$ cat src/rtl/agu_pkg.sv
// Package: shared segment codes and effective-address mode encoding.
// Assumes a two-bit segment code space with exactly four segments.
package agu_pkg;
    localparam int NSEG = 4;

    typedef enum logic [1:0] {
        SEG_ES = 2'd0,
        SEG_CS = 2'd1,
        SEG_SS = 2'd2,
        SEG_DS = 2'd3
    } seg_code_e;

    typedef enum logic [1:0] {
        EA_BASE          = 2'd0,
        EA_BASE_DISP     = 2'd1,
        EA_BASE_IDX      = 2'd2,
        EA_BASE_IDX_DISP = 2'd3
    } ea_mode_e;
endpackage

$ cat src/rtl/agu_seg_regs.sv
// Segment register file plus instruction pointer.
// Holds one register per segment code; the code segment register and the
// IP also take branch updates. Priority for the IP: far > near > advance.
// A far branch overrides a same-cycle software write to the code segment.
module agu_seg_regs
    import agu_pkg::*;
#(
    parameter int          OFS_W    = 16,
    parameter int          ADV_W    = 3,
    parameter logic [15:0] RESET_CS = 16'hFFFF
) (
    input  logic                       clk,
    input  logic                       rst_n,
    input  logic                       seg_wr_en,
    input  logic [1:0]                 seg_wr_sel,
    input  logic [OFS_W-1:0]           seg_wr_data,
    input  logic                       ip_adv_en,
    input  logic [ADV_W-1:0]           ip_adv_len,
    input  logic                       br_near_en,
    input  logic [OFS_W-1:0]           br_disp,
    input  logic                       br_far_en,
    input  logic [OFS_W-1:0]           br_far_cs,
    input  logic [OFS_W-1:0]           br_far_ip,
    output logic [NSEG-1:0][OFS_W-1:0] seg_q,
    output logic [OFS_W-1:0]           ip_q
);
    for (genvar g = 0; g < NSEG; g++) begin : g_seg
        if (g == int'(SEG_CS)) begin : g_code
            // Code segment: far branch wins over a write.
            always_ff @(posedge clk) begin
                if (!rst_n)
                    seg_q[g] <= OFS_W'(RESET_CS);
                else if (br_far_en)
                    seg_q[g] <= br_far_cs;
                else if (seg_wr_en && seg_wr_sel == 2'(g))
                    seg_q[g] <= seg_wr_data;
            end
        end else begin : g_plain
            // Other segments: loaded only by an explicit write.
            always_ff @(posedge clk) begin
                if (!rst_n)
                    seg_q[g] <= '0;
                else if (seg_wr_en && seg_wr_sel == 2'(g))
                    seg_q[g] <= seg_wr_data;
            end
        end
    end

    // Instruction pointer: far load, near relative add, or sequential advance.
    always_ff @(posedge clk) begin
        if (!rst_n)
            ip_q <= '0;
        else if (br_far_en)
            ip_q <= br_far_ip;
        else if (br_near_en)
            ip_q <= ip_q + br_disp;
        else if (ip_adv_en)
            ip_q <= ip_q + OFS_W'(ip_adv_len);
    end

    AST_FAR_LOAD: assert property (@(posedge clk) disable iff (!rst_n)
        br_far_en |=> (seg_q[SEG_CS] == $past(br_far_cs)) && (ip_q == $past(br_far_ip)));
    AST_NEAR_REL: assert property (@(posedge clk) disable iff (!rst_n)
        (br_near_en && !br_far_en && !(seg_wr_en && seg_wr_sel == SEG_CS))
        |=> (ip_q == OFS_W'($past(ip_q) + $past(br_disp))) && $stable(seg_q[SEG_CS]));
    AST_ADV_STEP: assert property (@(posedge clk) disable iff (!rst_n)
        (ip_adv_en && !br_near_en && !br_far_en)
        |=> ip_q == OFS_W'($past(ip_q) + OFS_W'($past(ip_adv_len))));
endmodule

$ cat src/rtl/agu_ea_calc.sv
// Effective-address adder.
// Assumes the caller places whichever register serves as pointer on base
// for the single-register mode. The displacement is sign-extended from its
// low byte unless marked wide. All sums wrap modulo 2^OFS_W.
module agu_ea_calc
    import agu_pkg::*;
#(
    parameter int OFS_W = 16
) (
    input  logic [OFS_W-1:0] base_val,
    input  logic [OFS_W-1:0] index_val,
    input  logic [OFS_W-1:0] disp_val,
    input  logic             disp_wide,
    input  logic [1:0]       ea_mode,
    output logic [OFS_W-1:0] ea
);
    localparam int BYTE_W = 8;

    logic [OFS_W-1:0] disp_ext;
    logic [OFS_W-1:0] idx_term;
    logic [OFS_W-1:0] disp_term;

    // Widen the displacement to the offset width.
    always_comb begin
        if (disp_wide)
            disp_ext = disp_val;
        else
            disp_ext = {{(OFS_W-BYTE_W){disp_val[BYTE_W-1]}}, disp_val[BYTE_W-1:0]};
    end

    // Gate index and displacement terms by mode, then sum.
    always_comb begin
        idx_term  = '0;
        disp_term = '0;
        case (ea_mode_e'(ea_mode))
            EA_BASE:          ;
            EA_BASE_DISP:     disp_term = disp_ext;
            EA_BASE_IDX:      idx_term  = index_val;
            EA_BASE_IDX_DISP: begin
                idx_term  = index_val;
                disp_term = disp_ext;
            end
            default:          ;
        endcase
        ea = base_val + idx_term + disp_term;
    end
endmodule

$ cat src/rtl/agu_seg_pick.sv
// Data segment selection.
// Default is the data segment; the stack segment when the base is the base
// pointer; an explicit override replaces either choice.
module agu_seg_pick
    import agu_pkg::*;
(
    input  logic       clk,
    input  logic       rst_n,
    input  logic       base_is_bp,
    input  logic       ovr_valid,
    input  logic [1:0] ovr_sel,
    output logic [1:0] seg_sel
);
    // Resolve the segment code for this access.
    always_comb begin
        if (ovr_valid)
            seg_sel = ovr_sel;
        else if (base_is_bp)
            seg_sel = SEG_SS;
        else
            seg_sel = SEG_DS;
    end

    AST_OVR_WINS: assert property (@(posedge clk) disable iff (!rst_n)
        ovr_valid |-> seg_sel == ovr_sel);
    AST_BP_STACK: assert property (@(posedge clk) disable iff (!rst_n)
        (!ovr_valid && base_is_bp) |-> seg_sel == SEG_SS);
    AST_DEFAULT_DATA: assert property (@(posedge clk) disable iff (!rst_n)
        (!ovr_valid && !base_is_bp) |-> seg_sel == SEG_DS);
endmodule

$ cat src/rtl/agu_phys_add.sv
// Physical address former: segment shifted left by SHIFT plus offset,
// truncated to the physical width OFS_W + SHIFT.
module agu_phys_add #(
    parameter int OFS_W = 16,
    parameter int SHIFT = 4,
    localparam int PA_W = OFS_W + SHIFT
) (
    input  logic [OFS_W-1:0] seg,
    input  logic [OFS_W-1:0] ofs,
    output logic [PA_W-1:0]  pa
);
    // Shift-and-add with natural truncation to PA_W bits.
    always_comb begin
        pa = {seg, {SHIFT{1'b0}}} + {{SHIFT{1'b0}}, ofs};
    end
endmodule

$ cat src/rtl/seg_addr_unit.sv
// Top of the segmented address generation unit.
// Fetch address uses the registered code segment and IP; data address is
// combinational from the current segment registers and operand inputs.
module seg_addr_unit
    import agu_pkg::*;
#(
    parameter int          OFS_W    = 16,
    parameter int          SHIFT    = 4,
    parameter int          ADV_W    = 3,
    parameter logic [15:0] RESET_CS = 16'hFFFF,
    localparam int         PA_W     = OFS_W + SHIFT
) (
    input  logic             clk,
    input  logic             rst_n,
    input  logic             seg_wr_en,
    input  logic [1:0]       seg_wr_sel,
    input  logic [OFS_W-1:0] seg_wr_data,
    input  logic             ip_adv_en,
    input  logic [ADV_W-1:0] ip_adv_len,
    input  logic             br_near_en,
    input  logic [OFS_W-1:0] br_disp,
    input  logic             br_far_en,
    input  logic [OFS_W-1:0] br_far_cs,
    input  logic [OFS_W-1:0] br_far_ip,
    input  logic [OFS_W-1:0] base_val,
    input  logic [OFS_W-1:0] index_val,
    input  logic [OFS_W-1:0] disp_val,
    input  logic             disp_wide,
    input  logic [1:0]       ea_mode,
    input  logic             base_is_bp,
    input  logic             ovr_valid,
    input  logic [1:0]       ovr_sel,
    output logic [OFS_W-1:0] data_ea,
    output logic [1:0]       data_seg,
    output logic [PA_W-1:0]  data_addr,
    output logic [PA_W-1:0]  fetch_addr
);
    logic [NSEG-1:0][OFS_W-1:0] seg_q;
    logic [OFS_W-1:0]           ip_q;

    agu_seg_regs #(.OFS_W(OFS_W), .ADV_W(ADV_W), .RESET_CS(RESET_CS)) u_regs (
        .clk(clk), .rst_n(rst_n),
        .seg_wr_en(seg_wr_en), .seg_wr_sel(seg_wr_sel), .seg_wr_data(seg_wr_data),
        .ip_adv_en(ip_adv_en), .ip_adv_len(ip_adv_len),
        .br_near_en(br_near_en), .br_disp(br_disp),
        .br_far_en(br_far_en), .br_far_cs(br_far_cs), .br_far_ip(br_far_ip),
        .seg_q(seg_q), .ip_q(ip_q)
    );

    agu_ea_calc #(.OFS_W(OFS_W)) u_ea (
        .base_val(base_val), .index_val(index_val), .disp_val(disp_val),
        .disp_wide(disp_wide), .ea_mode(ea_mode), .ea(data_ea)
    );

    agu_seg_pick u_pick (
        .clk(clk), .rst_n(rst_n), .base_is_bp(base_is_bp),
        .ovr_valid(ovr_valid), .ovr_sel(ovr_sel), .seg_sel(data_seg)
    );

    agu_phys_add #(.OFS_W(OFS_W), .SHIFT(SHIFT)) u_pa_data (
        .seg(seg_q[data_seg]), .ofs(data_ea), .pa(data_addr)
    );

    agu_phys_add #(.OFS_W(OFS_W), .SHIFT(SHIFT)) u_pa_fetch (
        .seg(seg_q[SEG_CS]), .ofs(ip_q), .pa(fetch_addr)
    );

    AST_FETCH_HOLD: assert property (@(posedge clk) disable iff (!rst_n)
        (!br_far_en && !br_near_en && !ip_adv_en && !(seg_wr_en && seg_wr_sel == SEG_CS))
        |=> $stable(fetch_addr));
    AST_WRITE_SEEN: assert property (@(posedge clk) disable iff (!rst_n)
        (seg_wr_en && seg_wr_sel == SEG_DS) |=> seg_q[SEG_DS] == $past(seg_wr_data));
endmodule

$ cat config.mk
export PLATFORM = sky130hd
export DESIGN_NAME = seg_addr_unit
export DESIGN_NICKNAME = d
export VERILOG_FILES = /design/src/rtl/agu_pkg.sv /design/src/rtl/agu_seg_regs.sv /design/src/rtl/agu_ea_calc.sv /design/src/rtl/agu_seg_pick.sv /design/src/rtl/agu_phys_add.sv /design/src/rtl/seg_addr_unit.sv
export SDC_FILE = /design/constraint.sdc
export NUM_CORES = 1
export LEC_CHECK = 0
export ABC_AREA = 1
export ABC_CLOCK_PERIOD_IN_PS = 3990
export BUFFER_PORTS_ARGS = -buffer_cell sky130_fd_sc_hd__clkbuf_2
export CELL_PAD_IN_SITES_DETAIL_PLACEMENT = 1
export CELL_PAD_IN_SITES_GLOBAL_PLACEMENT = 2
export CORE_MARGIN = 1
export CORE_UTILIZATION = 29
export CTS_BUF_LIST = sky130_fd_sc_hd__clkbuf_8
export DETAILED_ROUTE_END_ITERATION = 8
export PLACE_DENSITY_LB_ADDON = 0.1
export RECOVER_POWER = 25
export SYNTH_ARGS = -nofsm -noshare
export SYNTH_HDL_FRONTEND = slang
export SYNTH_HIERARCHICAL = 1
export SYNTH_SLANG_ARGS = --single-unit
$ cat constraint.sdc
create_clock -name clk -period 3.99 [get_ports clk]
set_clock_uncertainty 0.1 [all_clocks]
set_input_delay 0.1995 -clock clk [delete_from_list [all_inputs] [get_ports clk]]
set_output_delay 0.1995 -clock clk [all_outputs]
set_load 0.02 [all_outputs]
# ---- After elaboration in Yosys (flattened, before gate mapping)
# Cells that the tools add are included.
# Widths: inputs -> output; s select.
dict set report op_classes {
  div_mod_pow 0
  n_reduce_logical 9
  addsub 6
  mul 0
  shift 0
  muxes 12
  order_cmp 1
  eq_ne 6
  n_bitwise 0
}
# cell count
set ops {}
lappend ops {{$mux 16} 9}
lappend ops {{$add 16x16->16} 3}
lappend ops {{$add 20x16->20} 2}
lappend ops {{$bmux 16 s2} 1}
lappend ops {{$add 16x3->16} 1}
lappend ops {{$eq 2x2->1 const B} 4}
lappend ops {{$eq 2x1->1 const B} 2}
lappend ops {{$logic_and 1x1->1} 4}
lappend ops {{$reduce_or 2->1} 2}
lappend ops {{$lt 2x3->1 const B} 1}
lappend ops {{$reduce_bool 3->1} 1}
lappend ops {{$logic_not 2->1} 1}
lappend ops {{$mux 2} 1}
lappend ops {{$reduce_bool 2->1} 1}
lappend ops {{$mux 1} 1}
dict set report word_totals {
  romBits 0
  latch_bits 0
  regBits 80
  wordCells 39
  output_inout_bits 58
  n_memories 0
  mem_bits_rw 0
  input_bits 130
}

# ---- Logic depth before layout (Yosys ltp)
# Gate-level depths: netlist (run 1).
dict set report depth {
  depth_word 6
  ltp_mapped 24
  mapped_depth_nobuf 23
}

# ---- By module
# The synthesis (run 1) kept the hierarchy.
# mod cells_each seq_area_each_um2 area_each_um2 instances
set modules_own_cells {}
lappend modules_own_cells {agu_seg_regs 593 1601.5 4131.5 1}
lappend modules_own_cells {agu_ea_calc 267 0.0 1539.0 1}
lappend modules_own_cells {{agu_phys_add at u_pa_fetch} 168 0.0 884.6 1}
lappend modules_own_cells {{agu_phys_add at u_pa_data} 168 0.0 862.1 1}
lappend modules_own_cells {seg_addr_unit 188 0.0 805.8 1}
lappend modules_own_cells {agu_seg_pick 4 0.0 16.3 1}

# ---- Worst setup path before layout (run 1)
# OpenSTA, ideal clock, no wires.
dict set report synth_timing {
  path_kind {input to output}
  from {in ea_mode[1]}
  to {out data_addr[12]}
  required_ps 3691
  n_path_buf 2
  arrival_time_ps 3530
  slack_ps 160
  stages 18
  cell_sequence {buf_2 -> buf_2 -> nand2_1 -> fa_1 -> inv_1 -> ha_1 -> inv_1 -> fa_1 -> inv_1 -> nand2_1 -> nand3_2 -> xor2_1 -> ha_1 -> or2_1 -> and2_4 -> nand2_1 -> nand2_1 -> xor2_1}
}
dict set report synth_between {
  elab_chain_len 6
  elab_cells_between_ends 10
  classes_between {add/sub: 3; eq/ne: 3; mux: 2; reduce/logical: 2}
}
# item line_no
set synth_lines {}
lappend synth_lines {{from (decl)} seg_addr_unit.sv:29} ;# input logic [1:0] ea_mode,
lappend synth_lines {{$eq 2x2->1} agu_ea_calc.sv:35} ;# case (ea_mode_e'(ea_mode))
lappend synth_lines {{$reduce_or 2->1 (no source line)} -}
lappend synth_lines {{$mux 16} agu_ea_calc.sv:35}
lappend synth_lines {{$add 16x16->16} agu_ea_calc.sv:45} ;# ea = base_val + idx_term + disp_term;
lappend synth_lines {{$add 16x16->16 *} agu_ea_calc.sv:45}
lappend synth_lines {{via data_ea[7]} seg_addr_unit.sv:33} ;# output logic [OFS_W-1:0] data_ea,
lappend synth_lines {{$add 20x16->20 *} agu_phys_add.sv:14} ;# pa = {seg, {SHIFT{1'b0}}} + {{SHIFT{1'b0}}, ofs};
lappend synth_lines {{to (decl)} seg_addr_unit.sv:35} ;# output logic [PA_W-1:0] data_addr,
# Mark *: on every way through the listed nets, which the timed path passes. The rest lies on a longest branch.

# ---- Worst setup path after layout (run 1)
dict set report layout_timing {
  from {in disp_wide}
  to {out data_addr[17]}
}
dict set report layout_between {
  elab_chain_len 4
}
# item line_no
set layout_lines {}
lappend layout_lines {{from (decl)} seg_addr_unit.sv:28} ;# input logic disp_wide,
lappend layout_lines {{$mux 16} agu_ea_calc.sv:25} ;# if (disp_wide)
lappend layout_lines {{$mux 16} agu_ea_calc.sv:35}
lappend layout_lines {{$add 16x16->16} agu_ea_calc.sv:45}
lappend layout_lines {{$add 20x16->20} agu_phys_add.sv:14}
# No other way between the ends.

==> results.tsv, run 1 <==
metric	value	unit
CP Capture Type	primary output	
failing checks	capacitance limit, slew limit	
DRC Markers	0	
Synth Area in XOR/XNOR	0.0287	
CTS clock-pin slew for the worst setup and hold paths	0.07	ns
Synth area leaders	nand2_1 21%, dfxtp_1 19%, inv_1 13%	
Tmin final	3.68	ns
Clock Tree Root	clkbuf_8	
Worst VDD drop	0.178	mV
Max stage delay cell, worst path	fa_1	
Post-synth EDFFs	0	
Arrival @ worst endpoint	3.39	ns
H-tree Lvls	3	
Setup Crit Path Kind	in -> out	
IO Pins	188	
fin cells	1945	
TritonCTS Buffers	9	
core area	0.0279	mm²
most frequent CP cell	nand2_1	
Final period util	0.924	
Hold Violations, Final	0	
Yosys top cell area share	0.205	
DR iter-0 viols	290	
die height	171	µm
Main synth FF type	dfxtp_1	
first-pass GRT wire length	46100	µm
die width	171	µm
FP Rows	61	
Compound-Gate Fraction of Synth Area	0.128	
total routed wirelength	29200	µm
post-synth cell types	39	
Slew Limit Fails	58	
cell area after layout	0.00989	mm²
Post-Place Cells	1912	
initial antenna violation count	1	
port bufs	187	
Crit path largest cell delay	0.47	ns
TritonCTS clock tree	done	
Total GRT Usage	0.204	
adder-cell share of the synthesized area	0.127	
dpl cell area	0.00943	mm²
Worst Path Required	3.69	ns
routability cong.	0.822	
Synth Area in Simple Gates	0.348	
syn_area_per_cell	5.94	µm²
Post-Syn Area	0.00824	mm²
Die Area	0.0291	mm²
Hold Crit Class	in -> reg	
syn nets	1590	
layout cell share with drive strength beyond 1	0.190	
final setup fails	0	
pwr dens	384	mW/mm²
Least-Margin Pin Slew	2.41	ns
Static Leak	5.70	nW
top-count cell post-synth	nand2_1	
HPWL Detailed	24200	µm
largest family of logic cells by synthesized area	simple AND/OR/NAND/NOR gates	
post-CTS setup buffers	0	
worst skew pair latency	0.38	ns
Clock Tree Buf Depth	2	
CP Max Fanout	9	
post-synthesis mux area share	0.00273	
async set-reset flop share out of synthesis	0	
synth warn	6	
final hold slack	0.0106	ns
number of global-route vias before repair	8741	
area grow syn2layout	20.0	%
Worst slew margin	-0.605	
Vias/cell	4.52	
CP startpoint kind	input pin	
CP cell instances	clkbuf_2, inv_2, nand2_4, a21oi_1, fa_1, ha_1, nand2_1, inv_1, nand2_1, nand2_1, a21oi_1, nand2_1, nand2_1, nand2_1, ha_4, nand2_2, nor3_1, nand2_1, nand2_1, nand2_1, nand2_1, clkbuf_2	
status	finished with violations	
number of synthesized register bits	80	
clk sink count	80	
cell taking the most area after synthesis	nand2_1	
largest net degree at the start of global routing	58	
drt first pass iters	4	
Synth top cells by count	450 x nand2_1, 277 x inv_1, 103 x a21oi_1	
Max Freq	0.271	GHz
register area share after synthesis	0.194	
DR WL/cell	15.0	µm
Initial Utilization	0.296	
Synth Instances	1388	
Antenna Nets Post-Route	0	
number of fillers in the final layout	3795	
via count	8789	
# nets final	1763	
Overflow after GRT	0	
# Max-Cap Violations	1	
-- metal layers --
metal	track usage	part of all wire	vias up
met5	0	0	-
met4	0.0423	0.0094	0
met3	0.0231	0.034	18
met2	0.343	0.47	129
met1	0.279	0.48	4042
li1	-	-	4600
-- metrics by stage --
stage                util  worst slack (ns)  TNS (ns)  total power, mW
floorplan               -             0.160         0             2.39
CTS                 0.353          -0.00356  -0.00356             3.82
detailed placement  0.338           0.00209         0             3.07
global placement    0.338            0.0976         0             3.05
finish              0.355             0.305         0             3.80
global route        0.355           -0.0268   -0.0320             4.14
-- state kept, by name (all words and copies together) (netlist names) --
name / cells
u_regs/seg_q: 64
u_regs/ip_q: 16
-- cell usage in the layout, fill, tap and decap left out, types with 3 or more instances in the layout --
cell type / n
nand3b_1: 5
dfxtp_1: 80
nand4_1: 10
o311ai_1: 10
nand3_1: 83
xor2_1: 21
fa_1: 18
clkbuf_2: 183
o21ai_0: 59
inv_1: 276
clkbuf_1: 4
nand3_2: 4
dlygate4sd3_1: 16
nand2_2: 25
or2_1: 3
nor3_2: 10
nor2_1: 74
a21oi_2: 15
ha_1: 45
ha_2: 5
xnor2_1: 6
and2_1: 3
buf_4: 11
ha_4: 3
inv_2: 13
clkbuf_8: 12
a21oi_1: 100
nand2_1: 450
-- worst max-delay path: cells and delay by family --
kind	cells	cell delay, ns
buffers and inverters	4	0.47
AND/OR/NAND/NOR	13	1.15
AO/OA/AOI/OAI	2	0.37
adder cells (fa/ha/maj)	3	1.18
-- report_power, final --
part / leakage [nW] / internal, mW / switching, mW
Clock: 0.115 / 0.404 / 0.325
Sequential: 0.660 / 0.853 / 0.0544
Combinational: 4.93 / 0.748 / 1.41
-- path summary, 6_finish.rpt --
check,from,cells past startpoint,to,slack (ns)
hold reg to reg,u_regs/seg_q[48],2,u_regs/seg_q[48],0.35
setup / recovery,disp_wide,22,data_addr[17],0.31
setup reg to reg,u_regs/ip_q[0],11,u_regs/ip_q[12],1.89
hold / removal,br_far_cs[12],3,u_regs/seg_q[28],0.01
-- cell type report --
| class | instances | area (µm²) | share of cell area |
|---|---|---|---|
| antenna | 1 | 2.50 | 0.000253 |
| clock buffer | 12 | 165 | 0.0167 |
| clock inverter | 4 | 75.1 | 0.00759 |
| inverter | 291 | 1090 | 0.111 |
| multi-input combinational | 964 | 5300 | 0.536 |
| sequential | 80 | 1600 | 0.162 |
| tap | 378 | 473 | 0.0478 |
| timing repair buffer | 215 | 1180 | 0.119 |
-- timing repair --
action | CTS | global route
resized for setup | 0 | 16
pin swaps | 0 | 0
endpoints found under the hold margin | 16 | 0
cloned | 0 | 0
hold buffers | 16 | 0
setup endpoints to repair | 1 | 9
-- kinds of logic (layout without fill, tap and decap cells) --
| family | count (synthesis) | count (layout) |
|---|---|---|
| simple gates | 674 | 674 |
| buf+inv | 344 | 522 |
| compound gates | 189 | 189 |
| flops | 80 | 80 |
| fa+ha+maj | 72 | 72 |
| xor+xnor | 27 | 27 |
| mux | 2 | 2 |
| other cells | 0 | 1 |
(Power assumes the default switching activity.)
==> inputs of run 2 (changes only) <==
Settings changed: CELL_PAD_IN_SITES_DETAIL_PLACEMENT 1 to default, CELL_PAD_IN_SITES_GLOBAL_PLACEMENT 2 to default, CORE_UTILIZATION 29 to 45, PLACE_DENSITY from default to 0.68, PLACE_DENSITY_LB_ADDON 0.1 to default.
==> run 2 against run 1 <==
Against the previous run:
- the run still ends with capacitance limit, slew limit left
- global-route usage is 3.7 points higher
- die area is 35% lower
- wire length shrank 23%
- sequential share of layout area rose by 0.45 points
- hold slack gained 0.0033 ns
==> results.tsv, run 2 (synthesis gave the netlist of run 1 again) <==
metric	value	unit	change
initial antenna violation count	0		-1
Setup Crit Path Kind	in -> out		
TritonCTS Buffers	9		unchanged
CP cell instances	clkbuf_2, inv_2, nand2_4, a21oi_1, fa_1, ha_1, nand2_1, nor2_1, nand3_1, nand3_1, nand2_1, nand2_1, ha_4, nand2_1, nand2_1, nand2_1, nand2_1, a21oi_1, nand3_1, nand2_1, clkbuf_2		
Hold Path Stages	3		unchanged
most frequent CP cell	nand2_1		
biggest regs	u_regs/seg_q: 64 flops, u_regs/ip_q: 16 flops		
TritonCTS clock tree	done		
die width	137	µm	-19%
pwr dens	385	mW/mm²	+0.36%
clk sink count	80		unchanged
Worst slew margin	-0.442		+0.163
Arrival @ worst endpoint	3.37	ns	-0.02 ns
total routed wirelength	22400	µm	-23%
via count	8658		-1.5%
port bufs	187		unchanged
unrepaired setup endpoints after global routing	false		
Max Freq	0.273	GHz	+0.51%
CP Capture Type	primary output		
largest net degree at the start of global routing	59		+1.7%
layout cell share with drive strength beyond 1	0.186		-0.00404
# Max-Cap Violations	1		unchanged
die height	137	µm	-19%
Static Leak	5.68	nW	-0.42%
CTS clock-pin slew for the worst setup and hold paths	0.08	ns	about the same
Clock Tree Root	clkbuf_8		
total power	3.71	mW	-2.4%
DR WL/cell	12.5	µm	-16%
Overflow after GRT	0		unchanged
failing checks	capacitance limit, slew limit		
Antenna Nets Post-Route	0		unchanged
commonest non-fill, non-tap cell in the layout	nand2_1		
first-pass GRT wire length	35800	µm	-22%
Total GRT Usage	0.241		+0.0368
Worst VDD drop	0.379	mV	+110%
DR iter-0 viols	625		+120%
FP Rows	49		-20%
Die Area	0.0189	mm²	-35%
Crit path largest cell delay	0.44	ns	-0.03 ns
DRC Markers	0		unchanged
final setup fails	0		unchanged
Final TNS setup	0	ns	unchanged
most frequent cells in the layout	450 x nand2_1, 277 x inv_1, 185 x clkbuf_2		
IO Pins	188		unchanged
Worst Path Required	3.69	ns	about the same
# nets final	1754		-0.51%
Slew Limit Fails	59		+1.7%
antenna diode count	0		-1
Clock Tree Buf Depth	2		unchanged
max reg flops	64		unchanged
Hold Crit Class	in -> reg		
Crit path buffers/inverters	3		-1
Vias/cell	4.85		+7.3%
routability cong.	0.903		+9.8%
H-tree Lvls	3		unchanged
number of global-route vias before repair	7492		-14%
core area	0.0180	mm²	-36%
Max stage delay cell, worst path	fa_1		
area grow syn2layout	16.8	%	
delay-heaviest family, CP	simple AND/OR/NAND/NOR gates		
CP Depth	21		-4.5%
CP Max Fanout	9		unchanged
largest register by flop count	u_regs/seg_q		
reg2reg path depth	11		unchanged
HPWL Detailed	18400	µm	-24%
Initial Utilization	0.459		+0.163
Least-Margin Pin Slew	2.16	ns	-0.244 ns
CP startpoint kind	input pin		
Final period util	0.919		-0.00466
drt first pass iters	5		+1
worst skew pair latency	0.35	ns	-0.03 ns
status	finished with violations		
Tmin final	3.67	ns	-0.0186 ns
Hold Violations, Final	0		unchanged
run 2: report_power, final:
part / switching (mW) / internal [mW] / total, mW
logic: 1.33 / 0.725 / 2.06
clock network: 0.302 / 0.449 / 0.751
registers: 0.0472 / 0.852 / 0.900
total: 1.68 / 2.03 / 3.71
run 2: worst paths after layout:
check	from	endpoint	slack, ns
max reg2reg	u_regs/ip_q[0]	u_regs/ip_q[12]	1.94
min reg2reg	u_regs/seg_q[49]	u_regs/seg_q[49]	0.35
max	disp_wide	data_addr[19]	0.32
min	br_far_cs[11]	u_regs/seg_q[27]	0.01
run 2: repair_timing:
action / 4_1_cts / 5_1_grt
hold endpoints to repair: 11 / 0
resized for setup: 0 / 12
endpoints found under the setup margin: 0 / 8
buffers inserted: 0 / 0
hold buffers: 11 / 0
run 2: area by class of cell:
| type | count | area, µm² |
|---|---|---|
| Timing Repair Buffer | 206 | 1100 |
| Multi-Input combinational cell | 964 | 5280 |
| Sequential cell | 80 | 1600 |
| Inverter | 291 | 1090 |
| Clock inverter | 5 | 103 |
| Clock buffer | 11 | 151 |
| Tap cell | 229 | 287 |
| Fill cell | 1862 | 8340 |
run 2: worst reg2reg max path, stage by stage (launching register included):
cell and delay (ns):
dfxtp_1 0.36, ha_1 0.19, inv_1 0.06, fa_1 0.38
inv_1 0.13, nand3_1 0.08, nand3_1 0.15, nand3_1 0.12
nand4_1 0.09, nand3_1 0.10, nand2_1 0.10, a21oi_2 0.05
run 2: metal layers:
layer / part of all wire / GRT usage / up-vias / wire length [µm]
met4: 0.0082 / 0.0415 / 0 / 184
met3: 0.051 / 0.0265 / 12 / 1150
met1: 0.46 / 0.320 / 3852 / 10200
li1: - / - / 4572 / -
met2: 0.49 / 0.421 / 222 / 10900
met5: 0 / 0 / - / 0
run 2: metrics by stage:
stage / cell area [µm²] / util / setup slack [ns] / cells / hold slack [ns]
4_1_cts: 9580 / 0.533 / 0.142 / 1786 / 0.00101
3_5_place_dp: 9210 / 0.513 / 0.137 / 1759 / 0.336
5_1_grt: 9620 / 0.535 / 0.00163 / 1786 / 0.00740
6_report: 9620 / 0.535 / 0.324 / 1786 / 0.0139
2_1_floorplan: 8240 / - / 0.160 / 1388 / 0.234
3_3_place_gp: 9210 / 0.513 / 0.218 / 1759 / 0.327
